`src/rtl/csio_pkg.sv`:
```
// Shared constants and types for the clock-synchronous serial shift unit.
package csio_pkg;
    // Mode field value that enables clock-synchronous operation.
    localparam logic [2:0] MODE_CLKSYNC = 3'b001;

    // Prescaler choices ahead of the half-period counter.
    typedef enum logic [1:0] {
        PRE_DIV1   = 2'd0,
        PRE_DIV8   = 2'd1,
        PRE_DIV32  = 2'd2,
        PRE_DIV32B = 2'd3
    } prescale_e;
endpackage

```
`src/rtl/csio_clkgen.sv`:
```
// Internal transfer clock generator.
// Prescales clk by 1/8/32 and counts brg+1 prescaled ticks per half period.
// Emits a launch pulse when leaving idle phase and a capture pulse when returning.
// Assumes: run is low between transfers; restart reloads counters for a new byte.
module csio_clkgen
    import csio_pkg::*;
#(
    parameter int BRG_W = 8
) (
    input  logic             clk,
    input  logic             rst_n,
    input  logic             run,
    input  logic             restart,
    input  logic [1:0]       div_sel,
    input  logic [BRG_W-1:0] brg,
    output logic             launch,
    output logic             capture,
    output logic             phase
);
    localparam int PRE_W = 5;

    logic [PRE_W-1:0] pre_q;
    logic [BRG_W-1:0] bcnt_q;
    logic             phase_q;
    logic             pre_tick;
    logic             half_tick;
    prescale_e        sel;

    // Decode the prescaler terminal count.
    always_comb begin
        sel = prescale_e'(div_sel);
        unique case (sel)
            PRE_DIV1: pre_tick = 1'b1;
            PRE_DIV8: pre_tick = (pre_q[2:0] == 3'd7);
            default:  pre_tick = (pre_q == {PRE_W{1'b1}});
        endcase
    end

    assign half_tick = run & pre_tick & (bcnt_q == '0);

    // Prescaler and half-period reload counter.
    always_ff @(posedge clk) begin
        if (!rst_n || !run || restart) begin
            pre_q  <= '0;
            bcnt_q <= brg;
        end else begin
            pre_q <= pre_q + 1'b1;
            if (pre_tick) begin
                bcnt_q <= (bcnt_q == '0) ? brg : bcnt_q - 1'b1;
            end
        end
    end

    // Clock phase: 0 is idle, toggles on each half-period tick.
    always_ff @(posedge clk) begin
        if (!rst_n || !run) begin
            phase_q <= 1'b0;
        end else if (half_tick) begin
            phase_q <= ~phase_q;
        end
    end

    assign launch  = half_tick & ~phase_q;
    assign capture = half_tick & phase_q;
    assign phase   = phase_q;
endmodule

```
`src/rtl/csio_sync.sv`:
```
// Synchronizer and edge detector for an asynchronous clock input.
// Assumes: STAGES >= 2; input edges are at least a few system clocks apart.
module csio_sync #(
    parameter int STAGES = 2
) (
    input  logic clk,
    input  logic rst_n,
    input  logic d,
    output logic rise,
    output logic fall
);
    logic [STAGES-1:0] chain_q;
    logic              prev_q;

    // Shift the input through the synchronizer chain and keep one delayed copy.
    always_ff @(posedge clk) begin
        if (!rst_n) begin
            chain_q <= '0;
            prev_q  <= 1'b0;
        end else begin
            chain_q <= {chain_q[STAGES-2:0], d};
            prev_q  <= chain_q[STAGES-1];
        end
    end

    assign rise = chain_q[STAGES-1] & ~prev_q;
    assign fall = ~chain_q[STAGES-1] & prev_q;
endmodule

```
`src/rtl/csio_shifter.sv`:
```
// Byte shifter with a one-entry transmit holding buffer.
// Launch pulses drive the next bit on sdo; capture pulses sample sdi and count bits.
// Assumes: launch and capture never fire in the same cycle.
module csio_shifter #(
    parameter int DATA_W = 8
) (
    input  logic              clk,
    input  logic              rst_n,
    input  logic              accept_en,
    input  logic              wr_en,
    input  logic [DATA_W-1:0] wr_data,
    input  logic              launch,
    input  logic              capture,
    input  logic              msb_first,
    input  logic              invert,
    input  logic              sdi,
    output logic              sdo,
    output logic              busy,
    output logic              restart,
    output logic              tx_empty,
    output logic [DATA_W-1:0] rd_data
);
    localparam int          CNT_W = $clog2(DATA_W);
    localparam logic [CNT_W-1:0] LAST = CNT_W'(DATA_W - 1);

    logic [DATA_W-1:0] tx_q, rx_q, rd_q, buf_q;
    logic [CNT_W-1:0]  cnt_q;
    logic              busy_q, buf_full_q, sdo_q;
    logic              wr_acc, done, rx_bit;
    logic [DATA_W-1:0] rx_next;

    assign wr_acc  = wr_en & accept_en;
    assign done    = busy_q & capture & (cnt_q == LAST);
    assign rx_bit  = sdi ^ invert;
    assign rx_next = msb_first ? {rx_q[DATA_W-2:0], rx_bit} : {rx_bit, rx_q[DATA_W-1:1]};
    assign restart = (wr_acc & ~busy_q) | (done & (buf_full_q | wr_acc));

    // Shift register, bit counter and completion handling.
    always_ff @(posedge clk) begin
        if (!rst_n) begin
            tx_q   <= '0;
            rx_q   <= '0;
            rd_q   <= '0;
            cnt_q  <= '0;
            busy_q <= 1'b0;
            sdo_q  <= 1'b1;
        end else if (!busy_q) begin
            if (wr_acc) begin
                tx_q   <= wr_data;
                cnt_q  <= '0;
                busy_q <= 1'b1;
            end
        end else begin
            if (launch) begin
                sdo_q <= msb_first ? tx_q[DATA_W-1] : tx_q[0];
                tx_q  <= msb_first ? (tx_q << 1) : (tx_q >> 1);
            end
            if (capture) begin
                rx_q  <= rx_next;
                cnt_q <= cnt_q + 1'b1;
                if (done) begin
                    cnt_q <= '0;
                    rd_q  <= rx_next;
                    if (buf_full_q) begin
                        tx_q <= buf_q;
                    end else if (wr_acc) begin
                        tx_q <= wr_data;
                    end else begin
                        busy_q <= 1'b0;
                    end
                end
            end
        end
    end

    // One-entry holding buffer; a newer write replaces a pending byte.
    always_ff @(posedge clk) begin
        if (!rst_n) begin
            buf_q      <= '0;
            buf_full_q <= 1'b0;
        end else if (wr_acc && busy_q && !(done && !buf_full_q)) begin
            buf_q      <= wr_data;
            buf_full_q <= 1'b1;
        end else if (done && buf_full_q) begin
            buf_full_q <= 1'b0;
        end
    end

    assign sdo      = sdo_q ^ invert;
    assign busy     = busy_q;
    assign tx_empty = ~busy_q & ~buf_full_q;
    assign rd_data  = rd_q;
endmodule

```
`src/rtl/csio_shift_unit.sv`:
```
// Top of the clock-synchronous serial shift unit.
// Selects internal (generated) or external (synchronized) transfer clock edges,
// maps the clock polarity onto launch/capture, and drives the clock output.
// Assumes: configuration inputs are held steady while a byte is shifting.
module csio_shift_unit
    import csio_pkg::*;
#(
    parameter int DATA_W      = 8,
    parameter int BRG_W       = 8,
    parameter int SYNC_STAGES = 2
) (
    input  logic              clk,
    input  logic              rst_n,
    input  logic [2:0]        cfg_mode,
    input  logic              cfg_ext_clk,
    input  logic              cfg_clk_pol,
    input  logic              cfg_msb_first,
    input  logic              cfg_invert,
    input  logic [1:0]        cfg_div_sel,
    input  logic [BRG_W-1:0]  cfg_brg,
    input  logic              wr_en,
    input  logic [DATA_W-1:0] wr_data,
    output logic [DATA_W-1:0] rd_data,
    output logic              tx_empty,
    output logic              sclk_o,
    output logic              sclk_oe,
    input  logic              sclk_i,
    output logic              sdo,
    input  logic              sdi
);
    logic mode_ok, busy, restart;
    logic int_launch, int_capture, int_phase;
    logic ext_rise, ext_fall, ext_launch, ext_capture;
    logic launch, capture;

    assign mode_ok = (cfg_mode == MODE_CLKSYNC);

    csio_clkgen #(.BRG_W(BRG_W)) u_clkgen (
        .clk     (clk),
        .rst_n   (rst_n),
        .run     (busy & ~cfg_ext_clk),
        .restart (restart),
        .div_sel (cfg_div_sel),
        .brg     (cfg_brg),
        .launch  (int_launch),
        .capture (int_capture),
        .phase   (int_phase)
    );

    csio_sync #(.STAGES(SYNC_STAGES)) u_sync (
        .clk   (clk),
        .rst_n (rst_n),
        .d     (sclk_i),
        .rise  (ext_rise),
        .fall  (ext_fall)
    );

    // Polarity 0: launch on falling, capture on rising; polarity 1 swaps them.
    assign ext_launch  = cfg_clk_pol ? ext_rise : ext_fall;
    assign ext_capture = cfg_clk_pol ? ext_fall : ext_rise;
    assign launch      = cfg_ext_clk ? ext_launch  : int_launch;
    assign capture     = cfg_ext_clk ? ext_capture : int_capture;

    csio_shifter #(.DATA_W(DATA_W)) u_shifter (
        .clk       (clk),
        .rst_n     (rst_n),
        .accept_en (mode_ok),
        .wr_en     (wr_en),
        .wr_data   (wr_data),
        .launch    (launch),
        .capture   (capture),
        .msb_first (cfg_msb_first),
        .invert    (cfg_invert),
        .sdi       (sdi),
        .sdo       (sdo),
        .busy      (busy),
        .restart   (restart),
        .tx_empty  (tx_empty),
        .rd_data   (rd_data)
    );

    // Idle level is the inverse of the polarity bit; phase 1 is the active half.
    assign sclk_o  = int_phase ^ ~cfg_clk_pol;
    assign sclk_oe = mode_ok & ~cfg_ext_clk;
endmodule

```
`config.mk`:
```
export PLATFORM = sky130hd
export DESIGN_NAME = csio_shift_unit
export DESIGN_NICKNAME = d
export VERILOG_FILES = /design/src/rtl/csio_pkg.sv /design/src/rtl/csio_clkgen.sv /design/src/rtl/csio_sync.sv /design/src/rtl/csio_shifter.sv /design/src/rtl/csio_shift_unit.sv
export SDC_FILE = /design/constraint.sdc
export NUM_CORES = 1
export LEC_CHECK = 0
export BUFFER_PORTS_ARGS = -buffer_cell sky130_fd_sc_hd__buf_2
export CORE_ASPECT_RATIO = 0.7
export CORE_MARGIN = 1.5
export CORE_UTILIZATION = 25
export CTS_CLUSTER_DIAMETER = 100
export DETAILED_ROUTE_END_ITERATION = 8
export GPL_TIMING_DRIVEN = 0
export MAX_ROUTING_LAYER = met4
export PLACE_DENSITY_LB_ADDON = 0.05
export SETUP_SLACK_MARGIN = 0.05
export SKIP_LAST_GASP = 1
export SYNTH_ARGS = -nofsm -noshare
export SYNTH_HDL_FRONTEND = slang
export SYNTH_SLANG_ARGS = --single-unit
export TNS_END_PERCENT = 30
```
`constraint.sdc`:
```
create_clock -name clk -period 7.4 [get_ports clk]
set_input_delay 0.74 -clock clk [delete_from_list [all_inputs] [get_ports clk]]
set_output_delay 0.74 -clock clk [all_outputs]
set_load 0.01 [all_outputs]
```
==> results.md, run 1 <==
* Largest net degree at the start of global routing at 18
* Worst setup EP type: flop
* Critical path startpoint category: flop
* Vias in the first global route at 2075
* Class of the worst hold path: flop to flop
* Fin Setup TNS at 0 ps
* Routability Congestion at 0.703
* Yosys cell types at 56
* Die Y at 89.8 µm
* Starting Density at 25.9%
* CTS buffer count at 5
* Die area at 11400 µm²
* Fin area at 3200 µm²
* Post-Syn Nets at 311
* Most common library cells after synthesis: dfxtp_1 (47), nor2_1 (32), nand2_1 (18)
* Global Route Usage Sum at 12.8%
* Routed WL at 6.87 mm
* Row Count at 31
* Synthesized area per cell at 9.79 µm²
* Nets@finish at 358
* Grt ovf at 0
* Vias per Instance at 4.69
* Max cap viols at 0
* Ratio of cells with drive above 1 in the final layout at 21.4%
* Iteration-0 DRC Markers at 118
* Number of post-CTS setup repair buffers at 0
* Max transition margin at 16.3%
* Worst skew pair latency at 300 ps
* Post-layout min period at 3260 ps
* CTS tree: done
* Final Hold Vio Count at 0
* Root buffer cell: clkbuf_16
* Mapped Cells at 275
* Top-area cell type share of the netlist area at 34.9%
* Global-route wire length before repair at 11.1 mm
* Area delta synth->final at 18.9%
* Resize count post-CTS at 0
* Power consumption at 0.594 mW
* Cell Area, Synth at 2690 µm²
* Power Dens Cells at 185 nW/µm²
* Ys async rst share at 0%
* Post-synth EDFFs at 8
* Critical path arrival at 3140 ps
* Die width at 127 µm
* Leakage at 1.27 nW
* Tcrit/Tclk final at 44.1%
* Area leader, netlist: dfxtp_1
* Placed instance area at 3060 µm²
* Worst EP required at 7280 ps
* Slew Viols, Final at 0
* CTS sink cnt at 55
* Setup violations, final at 0
* Max IR drop VDD at 0.0837 mV
* Ant diodes at 0
* CP Class: flop to flop
* Initial antenna violation count at 0
* Vias at 2136
* Top post-synthesis cells by area: dfxtp_1 (35%), edfxtp_1 (8.9%), mux2i_1 (5.9%)
* Main flop type after synthesis: dfxtp_1
* Status: completed
* Clock Path Buffers at 2
* Reg clk slew, reported paths at 70 ps
* Wire per inst at 15.1 µm
* FF+latch count, synth at 55
* IO Pins at 42
* CP Max Fanout at 8
* Pre-antenna DRT Iters at 7
* Measured slew at the worst slew-check pin at 1240 ps
* Unrepaired setup endpoints after global routing: false
* Core ar. at 10400 µm²
* Count leader, synth: dfxtp_1
* # hold bufs at CTS at 0
* Drt drc at 0
* # fillers at 1127
* Fmax at 0.306 GHz
* Setup Skew at 10.8 ps
* Hpwl dp at 5.03 mm
* Post-route ant nets at 0
* PortBufs at 40
* Sequential area share after synthesis at 43.9%
* Synth warn at 0
* H-tree depth at 2
-- worst paths after layout --
| path | startpoint | to | slack, ps | cells after the start |
|---|---|---|---|---|
| max | u_clkgen.pre_q[0] | u_clkgen.bcnt_q[1] | 4140 | 8 |
| min reg2reg | u_sync.chain_q[0] | u_sync.chain_q[1] | 450 | 1 |
| max reg2reg | u_clkgen.pre_q[0] | u_clkgen.bcnt_q[1] | 4140 | 8 |
| min | u_sync.chain_q[0] | u_sync.chain_q[1] | 450 | 1 |
-- routing by layer --
| metal | global-route usage [%] | part of all wire (%) | up-vias |
|---|---|---|---|
| li1 | - | - | 1107 |
| met1 | 19.5 | 57 | 994 |
| met2 | 16.7 | 40 | 35 |
| met3 | 2.98 | 3.3 | 0 |
| met4 | 2.84 | 0 | 0 |
| met5 | - | 0 | - |
-- where the power goes --
part,switching (mW),internal [mW]
Clock,0.112,0.125
Combinational,0.0247,0.0187
Sequential,0.00489,0.308
Total,0.142,0.452
-- logic make-up (layout without fill, tap and decap cells) --
logic type / after synthesis / after routing / synth area share, %
muxes: 23 / 23 / 8.88
xor gates and xnor gates: 8 / 8 / 2.60
AOI/OAI and AO/OA: 67 / 67 / 17.9
DFF: 55 / 55 / 43.9
adders and majority gates: 6 / 6 / 2.79
buffers and inverters: 20 / 68 / 3.72
and+or+nand+nor: 96 / 96 / 20.2
-- critical path: stages, from the launching register on --
cell and delay (ps):
dfxtp_1 330, ha_1 210, ha_1 190, nor3b_1 410
nor4_4 120, a41oi_4 410, nor2_2 180, a21oi_1 420
o21ai_0 560
-- layout by cell type, fill, tap and decap left out, types with 10 or more instances in the layout --
cell / count
dfxtp_1: 47
buf_2: 40
nor2_1: 32
nand2_1: 18
mux2i_1: 16
o21ai_0: 14
a21oi_1: 12
a211oi_1: 12
nand3_1: 10
-- layout make-up --
type | count | area, µm² | area share [%]
buffer | 12 | 70.1 | 2.19
multi-input combinational | 200 | 1410 | 44.1
inverter | 8 | 30.0 | 0.938
sequential | 55 | 1180 | 36.9
clock buffer | 5 | 125 | 3.91
clock inverter | 3 | 18.8 | 0.586
tap | 132 | 165 | 5.16
timing repair buffer | 40 | 200 | 6.25
-- state kept, by name, indices dropped and copies added, names as in the netlist, 2 cells and up --
register	cells
u_shifter.rd_data	8
u_sync.chain_q	2
u_shifter.tx_q	8
u_clkgen.pre_q	5
u_shifter.buf_q	8
u_clkgen.bcnt_q	8
u_shifter.cnt_q	3
u_shifter.rx_q	8
-- stage by stage --
stage / utilization [%] / hold WS, ps / setup WS [ps] / std cells
after floorplan: - / 412 / 4790 / 275
after global placement: 29.4 / 435 / 3870 / 447
after detailed placement: 29.4 / 436 / 3920 / 447
after CTS: 30.8 / 452 / 4050 / 455
after global routing: 30.8 / 473 / 3840 / 455
final: 30.8 / 450 / 4140 / 455
(Power assumes the default switching activity.)
==> run 2, diff against run 1 <==
clock period = 3.4 ns   (was 7.4 ns; I/O delays follow)
==> results.md, run 2 (same netlist as run 1, synthesis figures left out) <==
* Multi-input logic area at 1420 µm² (+0.27%)
* Vias in the first global route at 2075 (unchanged)
* Ant diodes at 0 (unchanged)
* Final Hold Vio Count at 0 (unchanged)
* Setup violations, final at 0 (unchanged)
* Final core occ at 30.8% (+0.036 points)
* Status: completed
* Power consumption at 1.29 mW (+120%)
* Critical path arrival at 2960 ps (-180 ps)
* Nets@finish at 358 (unchanged)
* Number of post-CTS setup repair buffers at 0 (unchanged)
* Post-layout min period at 2970 ps (-295 ps)
* Clock Path Buffers at 2 (unchanged)
* Fmax at 0.337 GHz (+9.9%)
* Pre-antenna DRT Iters at 5 (-2)
* Global Route Usage Sum at 12.8% (unchanged)
* CTS tree: done
* Unrepaired setup endpoints after global routing: false
* Slew Viols, Final at 0 (unchanged)
* Die Y at 89.8 µm (unchanged)
* Routed WL at 6.88 mm (+0.12%)
* Die area at 11400 µm² (unchanged)
* Max transition margin at 44.0% (+28 points)
* Grt ovf at 0 (unchanged)
* Core ar. at 10400 µm² (unchanged)
* Drt drc at 0 (unchanged)
* Clock power share at 40.0% (about the same)
* CTS sink cnt at 55 (unchanged)
* CP most frequent cell: ha_1
* Grt met3 use at 2.98% (unchanged)
* Crit-path slowest cell: nor3b_1
* CTS buffer count at 5 (unchanged)
* GRT busiest layer: met1
* Die width at 127 µm (unchanged)
* IO Pins at 42 (unchanged)
* Power Dens Cells at 403 nW/µm² (+120%)
* Most frequent cells in the layout: dfxtp_1 (47), buf_2 (40), nor2_1 (32)
* Seq pwr share at 52.7% (about the same)
* Met1 global-route usage at 19.5% (unchanged)
* Pre-CTS setup slack at 70.7 ps (-3850 ps)
* CP max stage delay at 480 ps (-80 ps)
* Starting Density at 25.9% (unchanged)
* Hpwl dp at 5.03 mm (unchanged)
* Global-route wire length before repair at 11.1 mm (unchanged)
* Storage element area at 1180 µm² (unchanged)
* Comb power frac at 7.3% (about the same)
* CP Max Fanout at 8 (unchanged)
* Ratio of cells with drive above 1 in the final layout at 21.7% (+0.31 points)
* Max cap viols at 0 (unchanged)
* Vias per Instance at 4.75 (+1.3%)
* Max IR drop VDD at 0.182 mV (+120%)
* PnR worst setup slack at 432 ps (-3710 ps)
* Iteration-0 DRC Markers at 121 (+2.5%)
* Internal Pwr Total at 0.983 mW (+120%)
* Post-route ant nets at 0 (unchanged)
* Fin area at 3210 µm² (+0.12%)
* Placed instance area at 3060 µm² (unchanged)
* Leakage at 1.27 nW (about the same)
* Row Count at 31 (unchanged)
* Sw Ratio at 23.9% (about the same)
* PortBufs at 40 (unchanged)
* Measured slew at the worst slew-check pin at 829 ps (-413 ps)
* Root buffer cell: clkbuf_16
* Tcrit/Tclk final at 87.3% (+43 points)
* Class of the worst hold path: input port to flop
* Worst setup EP type: flop
* Commonest non-fill, non-tap cell in the layout: dfxtp_1
* Fin Setup TNS at 0 ps (unchanged)
* Worst EP required at 3390 ps (-3890 ps)
* # fillers at 1125 (-0.18%)
* Routability Congestion at 0.703 (unchanged)
* Critical path startpoint category: flop
* H-tree depth at 2 (unchanged)
* Met2 usage at 16.7% (unchanged)
* Worst-path cell chain: ha_1 -> ha_1 -> nor3b_1 -> nor4_4 -> a41oi_4 -> nor2_2 -> a21oi_1 -> o21ai_2
* Net switching power at 0.309 mW (+120%)
* CP Class: flop to flop
* Vias at 2163 (+1.3%)
* Largest net degree at the start of global routing at 18 (unchanged)
* Initial antenna violation count at 0 (unchanged)
* Area delta synth->final at 19.1%
* Wire per inst at 15.1 µm (+0.12%)
* Worst skew pair latency at 300 ps (about the same)
* Reg clk slew, reported paths at 70 ps (about the same)
* Setup Skew at 10.9 ps (+0.111 ps)
run 2: cell type report:
type                    count  area share (%)
clock inverters             3           0.585
flip-flops and latches     55            36.8
clock buffers               5            3.90
well taps                 132            5.15
plain buffers              12            2.19
multi-input cells         200            44.1
inverters                   8           0.937
repair buffers             40            6.25
run 2: power groups by stage:
stage	clock (mW)	combinational (mW)	sequential, mW
after floorplan	0	0.0559	0.692
after global placement	0	0.0950	0.696
after detailed placement	0	0.0955	0.695
after CTS	0.540	0.0960	0.680
after global routing	0.570	0.105	0.682
final	0.517	0.0949	0.681
run 2: layer usage:
metal	wire length, µm	vias up
met5	0	-
met4	0	0
met3	249	0
met2	2720	44
met1	3910	1011
li1	-	1108
run 2: worst paths after layout:
path | startpoint | to | slack, ps | cells past startpoint
min reg2reg | u_clkgen.pre_q[0] | u_clkgen.pre_q[0] | 450 | 1
max reg2reg | u_clkgen.pre_q[0] | u_clkgen.bcnt_q[1] | 430 | 8
min | sclk_i | u_sync.chain_q[0] | 260 | 2
max | u_clkgen.pre_q[0] | u_clkgen.bcnt_q[1] | 430 | 8
run 2: per-stage QoR:
step / hold WS [ps] / std cells
floorplan: 412 / 275
detailed placement: 436 / 447
finish: 261 / 455
global placement: 435 / 447
CTS: 253 / 455
global route: 247 / 455
run 2: worst max-delay path, delay by kind of cell (launching register included):
family                   cells  cell delay, ps
AO/OA/AOI/OAI                3            1150
adder cells (fa/ha/maj)      2             400
AND/OR/NAND/NOR              3             790
flip-flops                   1             330
run 2: timing repair:
action / in CTS / in global routing
setup endpoints to repair: 6 / 8
hold endpoints to repair: 0 / 0
resized for setup: 1 / 1
hold buffers: 0 / 0
